[src/rtl/wdg_pkg.sv]
package wdg_pkg;
  localparam int CW = 12;
  localparam int AW = 2;
  localparam logic [7:0] KEY = 8'hA5;
  localparam logic [AW-1:0] A_CMD  = 2'd0;
  localparam logic [AW-1:0] A_MODE = 2'd1;
  localparam logic [AW-1:0] A_STAT = 2'd2;

  typedef struct packed {
    logic          hlt_idle;
    logic          hlt_dbg;
    logic [CW-1:0] win;
    logic          dis;
    logic          rst_en;
    logic          irq_en;
    logic [CW-1:0] rld;
  } mode_t;

  function automatic logic [31:0] pack_mode(mode_t m);
    return {2'b00, m.hlt_idle, m.hlt_dbg, m.win, m.dis, 1'b0, m.rst_en, m.irq_en, m.rld};
  endfunction

  function automatic mode_t unpack_mode(logic [31:0] w);
    mode_t m;
    m.rld      = w[11:0];
    m.irq_en   = w[12];
    m.rst_en   = w[13];
    m.dis      = w[15];
    m.win      = w[27:16];
    m.hlt_dbg  = w[28];
    m.hlt_idle = w[29];
    return m;
  endfunction
endpackage

[src/rtl/wdg_gap.sv]
module wdg_gap #(
  parameter int GAP_TICKS = 3
) (
  input  logic clk_i,
  input  logic rst_ni,
  input  logic slow_tick_i,
  input  logic wr_acc_i,
  output logic ok_o
);
  localparam int GW = $clog2(GAP_TICKS + 1);
  localparam logic [GW-1:0] GMAX = GW'(GAP_TICKS);

  logic [GW-1:0] cnt_q;

  assign ok_o = (cnt_q == GMAX);

  always_ff @(posedge clk_i or negedge rst_ni) begin
    if (!rst_ni)                    cnt_q <= GMAX;
    else if (wr_acc_i)              cnt_q <= '0;
    else if (slow_tick_i && !ok_o)  cnt_q <= cnt_q + 1'b1;
  end
endmodule

[src/rtl/wdg_presc.sv]
module wdg_presc #(
  parameter int DIV = 128
) (
  input  logic clk_i,
  input  logic rst_ni,
  input  logic clr_i,
  input  logic adv_i,
  output logic wrap_o
);
  localparam int PW = (DIV > 1) ? $clog2(DIV) : 1;
  localparam logic [PW-1:0] LAST = PW'(DIV - 1);

  logic [PW-1:0] pre_q;

  assign wrap_o = adv_i && !clr_i && (pre_q == LAST);

  always_ff @(posedge clk_i or negedge rst_ni) begin
    if (!rst_ni)     pre_q <= '0;
    else if (clr_i)  pre_q <= '0;
    else if (adv_i)  pre_q <= (pre_q == LAST) ? '0 : pre_q + 1'b1;
  end
endmodule

[src/rtl/wdg_core.sv]
module wdg_core
  import wdg_pkg::*;
(
  input  logic          clk_i,
  input  logic          rst_ni,
  input  logic          dec_i,
  input  logic          mr_load_i,
  input  logic [CW-1:0] mr_rld_i,
  input  logic          cr_rst_i,
  input  logic [CW-1:0] rld_i,
  input  logic [CW-1:0] win_i,
  input  logic          rd_clr_i,
  output logic [CW-1:0] cnt_o,
  output logic          unf_o,
  output logic          err_o,
  output logic          load_o,
  output logic          fault_o
);
  logic [CW-1:0] cnt_q;
  logic          unf_q, err_q;
  logic          win_ok, unf_set, err_set;

  assign win_ok  = (&win_i) || (cnt_q <= win_i);
  assign load_o  = mr_load_i || (cr_rst_i && win_ok);
  assign err_set = cr_rst_i && !win_ok;
  assign unf_set = dec_i && !load_o && (cnt_q == '0);
  assign fault_o = unf_set || err_set;

  always_ff @(posedge clk_i or negedge rst_ni) begin
    if (!rst_ni) begin
      cnt_q <= '1;
      unf_q <= 1'b0;
      err_q <= 1'b0;
    end else begin
      if (mr_load_i)                 cnt_q <= mr_rld_i;
      else if (load_o)               cnt_q <= rld_i;
      else if (dec_i)                cnt_q <= (cnt_q == '0) ? rld_i : cnt_q - 1'b1;
      unf_q <= unf_set || (unf_q && !rd_clr_i);
      err_q <= err_set || (err_q && !rd_clr_i);
    end
  end

  assign cnt_o = cnt_q;
  assign unf_o = unf_q;
  assign err_o = err_q;
endmodule

[src/rtl/wdg_top.sv]
module wdg_top
  import wdg_pkg::*;
#(
  parameter int PRESC_DIV = 128,
  parameter int GAP_TICKS = 3
) (
  input  logic          clk_i,
  input  logic          rst_ni,
  input  logic          slow_tick_i,
  input  logic          dbg_i,
  input  logic          idle_i,
  input  logic          req_i,
  input  logic          we_i,
  input  logic [AW-1:0] addr_i,
  input  logic [31:0]   wdata_i,
  output logic [31:0]   rdata_o,
  output logic          irq_o,
  output logic          rst_req_o
);
  mode_t         mode_q;
  logic          gap_ok, acc_mr, acc_cr, mr_load, cr_rst, run, rd_clr;
  logic          tick_dec, load, fault, unf, err, rst_req_q;
  logic [CW-1:0] cnt;

  assign acc_mr  = req_i && we_i && (addr_i == A_MODE) && gap_ok;
  assign acc_cr  = req_i && we_i && (addr_i == A_CMD) && gap_ok
                   && (wdata_i[31:24] == KEY) && wdata_i[0];
  assign mr_load = acc_mr && !wdata_i[15];
  assign cr_rst  = acc_cr && !mode_q.dis;
  assign rd_clr  = req_i && !we_i && (addr_i == A_STAT);
  assign run     = !mode_q.dis && !(mode_q.hlt_dbg && dbg_i) && !(mode_q.hlt_idle && idle_i);

  wdg_gap #(.GAP_TICKS(GAP_TICKS)) u_gap (
    .clk_i, .rst_ni, .slow_tick_i,
    .wr_acc_i (acc_mr || acc_cr),
    .ok_o     (gap_ok)
  );

  wdg_presc #(.DIV(PRESC_DIV)) u_presc (
    .clk_i, .rst_ni,
    .clr_i  (load),
    .adv_i  (run && slow_tick_i),
    .wrap_o (tick_dec)
  );

  wdg_core u_core (
    .clk_i, .rst_ni,
    .dec_i     (tick_dec),
    .mr_load_i (mr_load),
    .mr_rld_i  (wdata_i[CW-1:0]),
    .cr_rst_i  (cr_rst),
    .rld_i     (mode_q.rld),
    .win_i     (mode_q.win),
    .rd_clr_i  (rd_clr),
    .cnt_o     (cnt),
    .unf_o     (unf),
    .err_o     (err),
    .load_o    (load),
    .fault_o   (fault)
  );

  always_ff @(posedge clk_i or negedge rst_ni) begin
    if (!rst_ni) begin
      mode_q    <= '{hlt_idle: 1'b0, hlt_dbg: 1'b0, win: '1, dis: 1'b0,
                     rst_en: 1'b0, irq_en: 1'b0, rld: '1};
      rst_req_q <= 1'b0;
    end else begin
      if (acc_mr) mode_q <= unpack_mode(wdata_i);
      rst_req_q <= fault && mode_q.rst_en;
    end
  end

  always_comb begin
    unique case (addr_i)
      A_MODE:  rdata_o = pack_mode(mode_q);
      A_STAT:  rdata_o = {4'b0, cnt, 14'b0, err, unf};
      default: rdata_o = '0;
    endcase
  end

  assign irq_o     = mode_q.irq_en && (unf || err);
  assign rst_req_o = rst_req_q;
endmodule

[config.mk]
export PLATFORM = sky130hd
export DESIGN_NAME = wdg_top
export DESIGN_NICKNAME = d
export VERILOG_FILES = /design/src/rtl/wdg_pkg.sv /design/src/rtl/wdg_gap.sv /design/src/rtl/wdg_presc.sv /design/src/rtl/wdg_core.sv /design/src/rtl/wdg_top.sv
export SDC_FILE = /design/constraint.sdc
export NUM_CORES = 1
export LEC_CHECK = 0
export BUFFER_PORTS_ARGS = -buffer_cell sky130_fd_sc_hd__buf_4
export CORE_MARGIN = 3
export CORE_UTILIZATION = 55
export CTS_CLUSTER_SIZE = 30
export DETAILED_ROUTE_END_ITERATION = 12
export GPL_ROUTABILITY_DRIVEN = 0
export GPL_TIMING_DRIVEN = 0
export PLACE_DENSITY = 0.88
export SETUP_SLACK_MARGIN = 0.15
export SYNTH_ARGS = -nofsm -noshare
export SYNTH_HDL_FRONTEND = slang
export SYNTH_SLANG_ARGS = --single-unit
[constraint.sdc]
create_clock -name clk_i -period 3.5 [get_ports clk_i]
set_input_delay 0.525 -clock clk_i [delete_from_list [all_inputs] [get_ports clk_i]]
set_output_delay 0.525 -clock clk_i [all_outputs]
set_load 0.02 [all_outputs]
# Word level (Yosys, flattened, before mapping)
# Cells that the tools add are included.
# totals
reg_bits	53
wordCells	81
in_bits	41
output_inout_bits	34
# op_classes
mux	10
n_reduce_logical	49
add_sub_neg	3
n_lt_le_gt_ge	1
eq_ne	5
# op_table
cell	n
$pmux 30 s2	1
$mux 12	4
$logic_and 1x1->1	27
$mux 7	3
$le 12x12->1	1
$logic_not 12->1	1
$reduce_and 12->1	1
$sub 12x1->12 const B	1
$logic_not 1->1	9
$eq 8x8->1 const B	1
$add 7x1->7 const B	1
$eq 7x7->1 const B	1
$logic_or 1x1->1	7
$eq 2x2->1 const B	2
$mux 2	2
$reduce_bool 2->1	2
$reduce_bool 3->1	1
$add 2x1->2 const B	1
$eq 2x1->1 const B	1
$logic_not 2->1	1

# Longest topological paths before layout
# logic_depth
depth_word	15
ltp_mapped	11
ltp_nobuf	9

# Hierarchy
# Synthesis repeated with hierarchy kept, for this count alone.
# hier_totals
hier_cells	328
area_unflattened_um2	3383.2
# by_module_without_submodules
mod	n_inst	area_each_um2	seq_area_each_um2	cells_each
wdg_top	1	1546.5	780.7	123
wdg_core	1	1336.3	365.4	154
wdg_presc	1	374.1	175.2	41
wdg_gap	1	126.4	52.6	10

# Worst setup path before layout
# No wires, ideal clock.
# synth_path
path_kind	register to register
start	register mode_q[25] (netlist name)
end	register rst_req_q, in the netlist rst_req_o
setup_ps	78
required_time_ps	3422
stages_incl_launch_ff	10
t_arrival_ps	2442
synth_period_minus_slack_ps	2519
slack_ps	981
path_buffers	0
cell_sequence	dfstp_2 > inv_1 > ha_1 > nand4_1 > nor3_1 > o21ai_0 > a31oi_1 > o21ai_1 > or4_1 > a21boi_1
# synth_between
elab_chain_len	11
elab_cells_between_ends	14
classes_between	order compare: 1; reduce/logical: 13
# synth_lines
element	line_no	text
start: declaration	wdg_top.sv:20	mode_t mode_q;
start signal: assignment	wdg_top.sv:64	mode_q <= '{hlt_idle: 1'b0, hlt_dbg: 1'b0, win: '1, dis: 1'b0,
start signal: assignment	wdg_top.sv:68	if (acc_mr) mode_q <= unpack_mode(wdata_i);
$le 12x12->1 / $reduce_and 12->1 (equally long branches)	wdg_core.sv:23	assign win_ok = (&win_i) || (cnt_q <= win_i);
$logic_or 1x1->1 *	wdg_core.sv:23	
$logic_and 1x1->1	wdg_core.sv:24	assign load_o = mr_load_i || (cr_rst_i && win_ok);
$logic_or 1x1->1	wdg_core.sv:24	
$logic_not 1->1	wdg_presc.sv:15, wdg_core.sv:26	
$logic_and 1x1->1 (2 in series)	wdg_presc.sv:15	assign wrap_o = adv_i && !clr_i && (pre_q == LAST);
$logic_and 1x1->1 (2 in series)	wdg_core.sv:26	assign unf_set = dec_i && !load_o && (cnt_q == '0);
$logic_or 1x1->1 *	wdg_core.sv:27	assign fault_o = unf_set || err_set;
$logic_and 1x1->1 *	wdg_top.sv:69	rst_req_q <= fault && mode_q.rst_en;
end signal: assignment	wdg_top.sv:69	
end: declaration	wdg_top.sv:22	logic tick_dec, load, fault, unf, err, rst_req_q;
# Mark *: on every way between the ends. The rest lies on a longest branch, timed or not.
# A chain may end at the register's enable or synchronous reset.

# Worst setup path after layout
# Same ends and word-level chain as after synthesis.

==> out/qor.yml <==
status: "completed"
cts_resized: 0
multi_input_area_um2: 1849
tightest_slew_ps: 659.9
post-route-period-util: 0.8930
post-route-min-period_ps: 3125
synthArstFlopShare: 1.000
area_growth_pct: 21.09
ys.flop_type: "dfstp_2"
p_per_area_nw_per_um2: 742.2
nNetsFinal: 468
cp_top_family: "simple AND/OR/NAND/NOR gates"
startpoint_type: "flop"
start_util: 0.5898
die_h_um: 84.48
grt_pass1_vias: 3062
synth_xor_area_frac: 0.03103
synth_top_area_cell: "dfstp_2"
post_cts_buffers: 0
io_buffers: 70
rows: 27
layout_setup_ws_ps: 374.6
synth_cells: 329
drive_gt1_frac: 0.4059
hold_buffers: 0
ys_warn_count: 0
grt_pass1_wl_mm: 14.60
synthAdderAreaFrac: 0.07019
die_x_um: 84.48
die_area_um2: 7136
firstDrtPassIters: 5
synth_top_area_frac: 0.2948
synth-simple-area-share: 0.1633
synth_top_family_by_area: "simple AND/OR/NAND/NOR gates"
yosysSeqAreaShare: 0.4056
wl_per_cell_um: 18.67
max_cap_violations: 0
post_dp_cell_area_um2: 4010
grt_use_total: 0.2543
hold_viol_final: 0
globalRoute.totalOverflow: 0
insertion_delay_ps: 320
yosys_register_bits: 53
cts.path.max_buffers: 2
fmax_mhz: 320.0
required_ps: 3740
crit_fanout: 8
antenna_found_initial: 0
hpwlAfterDp_mm: 6.630
drc: 0
path_clk_slew_ps: 100
synth_edf_count: 0
fill_cells: 427
final.setup_skew_ps: 9.693
via_count: 2911
p_leak_nw: 2.040
final_common_cell: "buf_4"
seqCellArea_um2: 1374
mostFrequentLayoutCells: "73 x buf_4, 38 x dfstp_2, 29 x mux2_2"
htree_levels: 2
worst_ep_arrival_time_ps: 3370
crit_buf_inv: 1
drtIter0Drc: 195
core_um2: 5743
cts_root_buf: "clkbuf_8"
crit_chain: "inv_1 > ha_1 > nand4_1 > nor3_1 > o21ai_0 > a31oi_1 > o21ai_1 > or4_1 > a21boi_1"
drv_slew: 0
synth_area_um2: 3387
slowest_delay_ps: 650
grt_max_degree: 54
num_antenna_cells: 0
synth_mux_area_frac: 0.1352
hold_path_class: "input port to async pin"
netlist_top_cells_area: "dfstp_2 29%, dfrtp_1 11%, mux2_2 9.6%"
clock_sinks: 53
finalSetupTns_ps: 0
ant_nets: 0
tritoncts: "built"
setup_viol: 0
pre_cts_slack_ps: 482.7
wl_mm: 8.980
vias_per_cell: 6.052
syn_area_per_cell_um2: 10.29
relSlewSlack: 0.5601
crit_type: "flop to flop"
ys_types: 54
irDropWorstVdd_v: 0.0003982
worst_setup_path_end_kind: "flop"
design_area_um2: 4101
numCtsBuffers: 5
rsz0062_at_grt: "no"
ios: 75
crit_path_top_delay_cell: "or4_1"
synth-compound-area-share: 0.1430
==> registers in the layout (all words and copies together) (netlist names) <==
name           flops
u_core.cnt_o      12
u_presc.pre_q      7
u_core.err_o       1
rst_req_o          1
mode_q            29
u_gap.cnt_q        2
u_core.unf_o       1
==> synthesized netlist by cell type (8+ instances only) <==
master / count
nand4_1: 12
mux2_2: 29
nor2_1: 15
inv_1: 20
and3_1: 17
ha_1: 19
dfrtp_1: 15
a22o_1: 22
nand2_1: 25
a21oi_1: 16
a21o_1: 9
xor2_1: 8
dfstp_2: 38
==> final cells by class <==
cell class                 count  area share
timing repair buffer          70      0.1281
multi-input combinational    240      0.4509
clock inverter                 3    0.005491
sequential                    53      0.3350
buffer                        18     0.02349
inverter                      20     0.01830
clock buffer                   5     0.01678
tap                           72     0.02196
==> final timing paths <==
kind,start,to,cells after the start,slack (ps)
min,rst_ni,rst_req_o,1,230
min in group clk_i,wdata_i[17],mode_q[16],2,430
max,mode_q[25],rst_req_o,9,370
min reg2reg,u_gap.cnt_q[0],u_gap.cnt_q[0],2,490
max in group asynchronous,rst_ni,u_presc.pre_q[6],1,2840
max reg2reg,mode_q[25],rst_req_o,9,370
==> cells by family (layout without fill, tap and decap cells) <==
| logic type | Yosys count | in the layout |
|---|---|---|
| simple gates | 100 | 100 |
| compound gates | 67 | 67 |
| flops | 53 | 53 |
| mux | 39 | 39 |
| buf+inv | 38 | 116 |
| fa+ha+maj | 19 | 19 |
| xor+xnor | 12 | 12 |
| other cells | 1 | 3 |
==> worst register-to-register path: stages, from the launching register on <==
cell and delay, ps:
dfstp_2 590, inv_1 60, ha_1 320, nand4_1 130, nor3_1 260, o21ai_0 200
a31oi_1 380, o21ai_1 270, or4_1 650, a21boi_1 180
==> metal layers <==
metal	vias up	global-route usage	wire length, um
li1	1342	-	-
met1	1420	0.3396	3733
met2	134	0.4024	4349
met3	15	0.05299	750
met4	0	0.1079	147
met5	-	0	0
==> power breakdown <==
| group | total [mW] | leakage (nW) | switching (mW) | internal (mW) |
|---|---|---|---|---|
| clock | 0.358 | 0.0364 | 0.217 | 0.141 |
| sequential | 1.33 | 0.592 | 0.314 | 1.01 |
| combinational | 1.36 | 1.41 | 0.655 | 0.705 |
| total | 3.04 | 2.04 | 1.19 | 1.86 |
==> per-stage QoR <==
| stage | cells | hold WS (ps) | total power [mW] | util |
|---|---|---|---|---|
| 5_1_grt | 481 | 271.4 | 3.266 | 0.7142 |
| 3_3_place_gp | 473 | 461.4 | 2.556 | 0.6983 |
| 2_1_floorplan | 331 | 229.4 | 2.263 | - |
| 3_5_place_dp | 473 | 472.7 | 2.661 | 0.6983 |
| 4_1_cts | 481 | 255.7 | 3.022 | 0.7142 |
| 6_report | 481 | 230.6 | 3.044 | 0.7142 |
(Power assumes the default switching activity.)
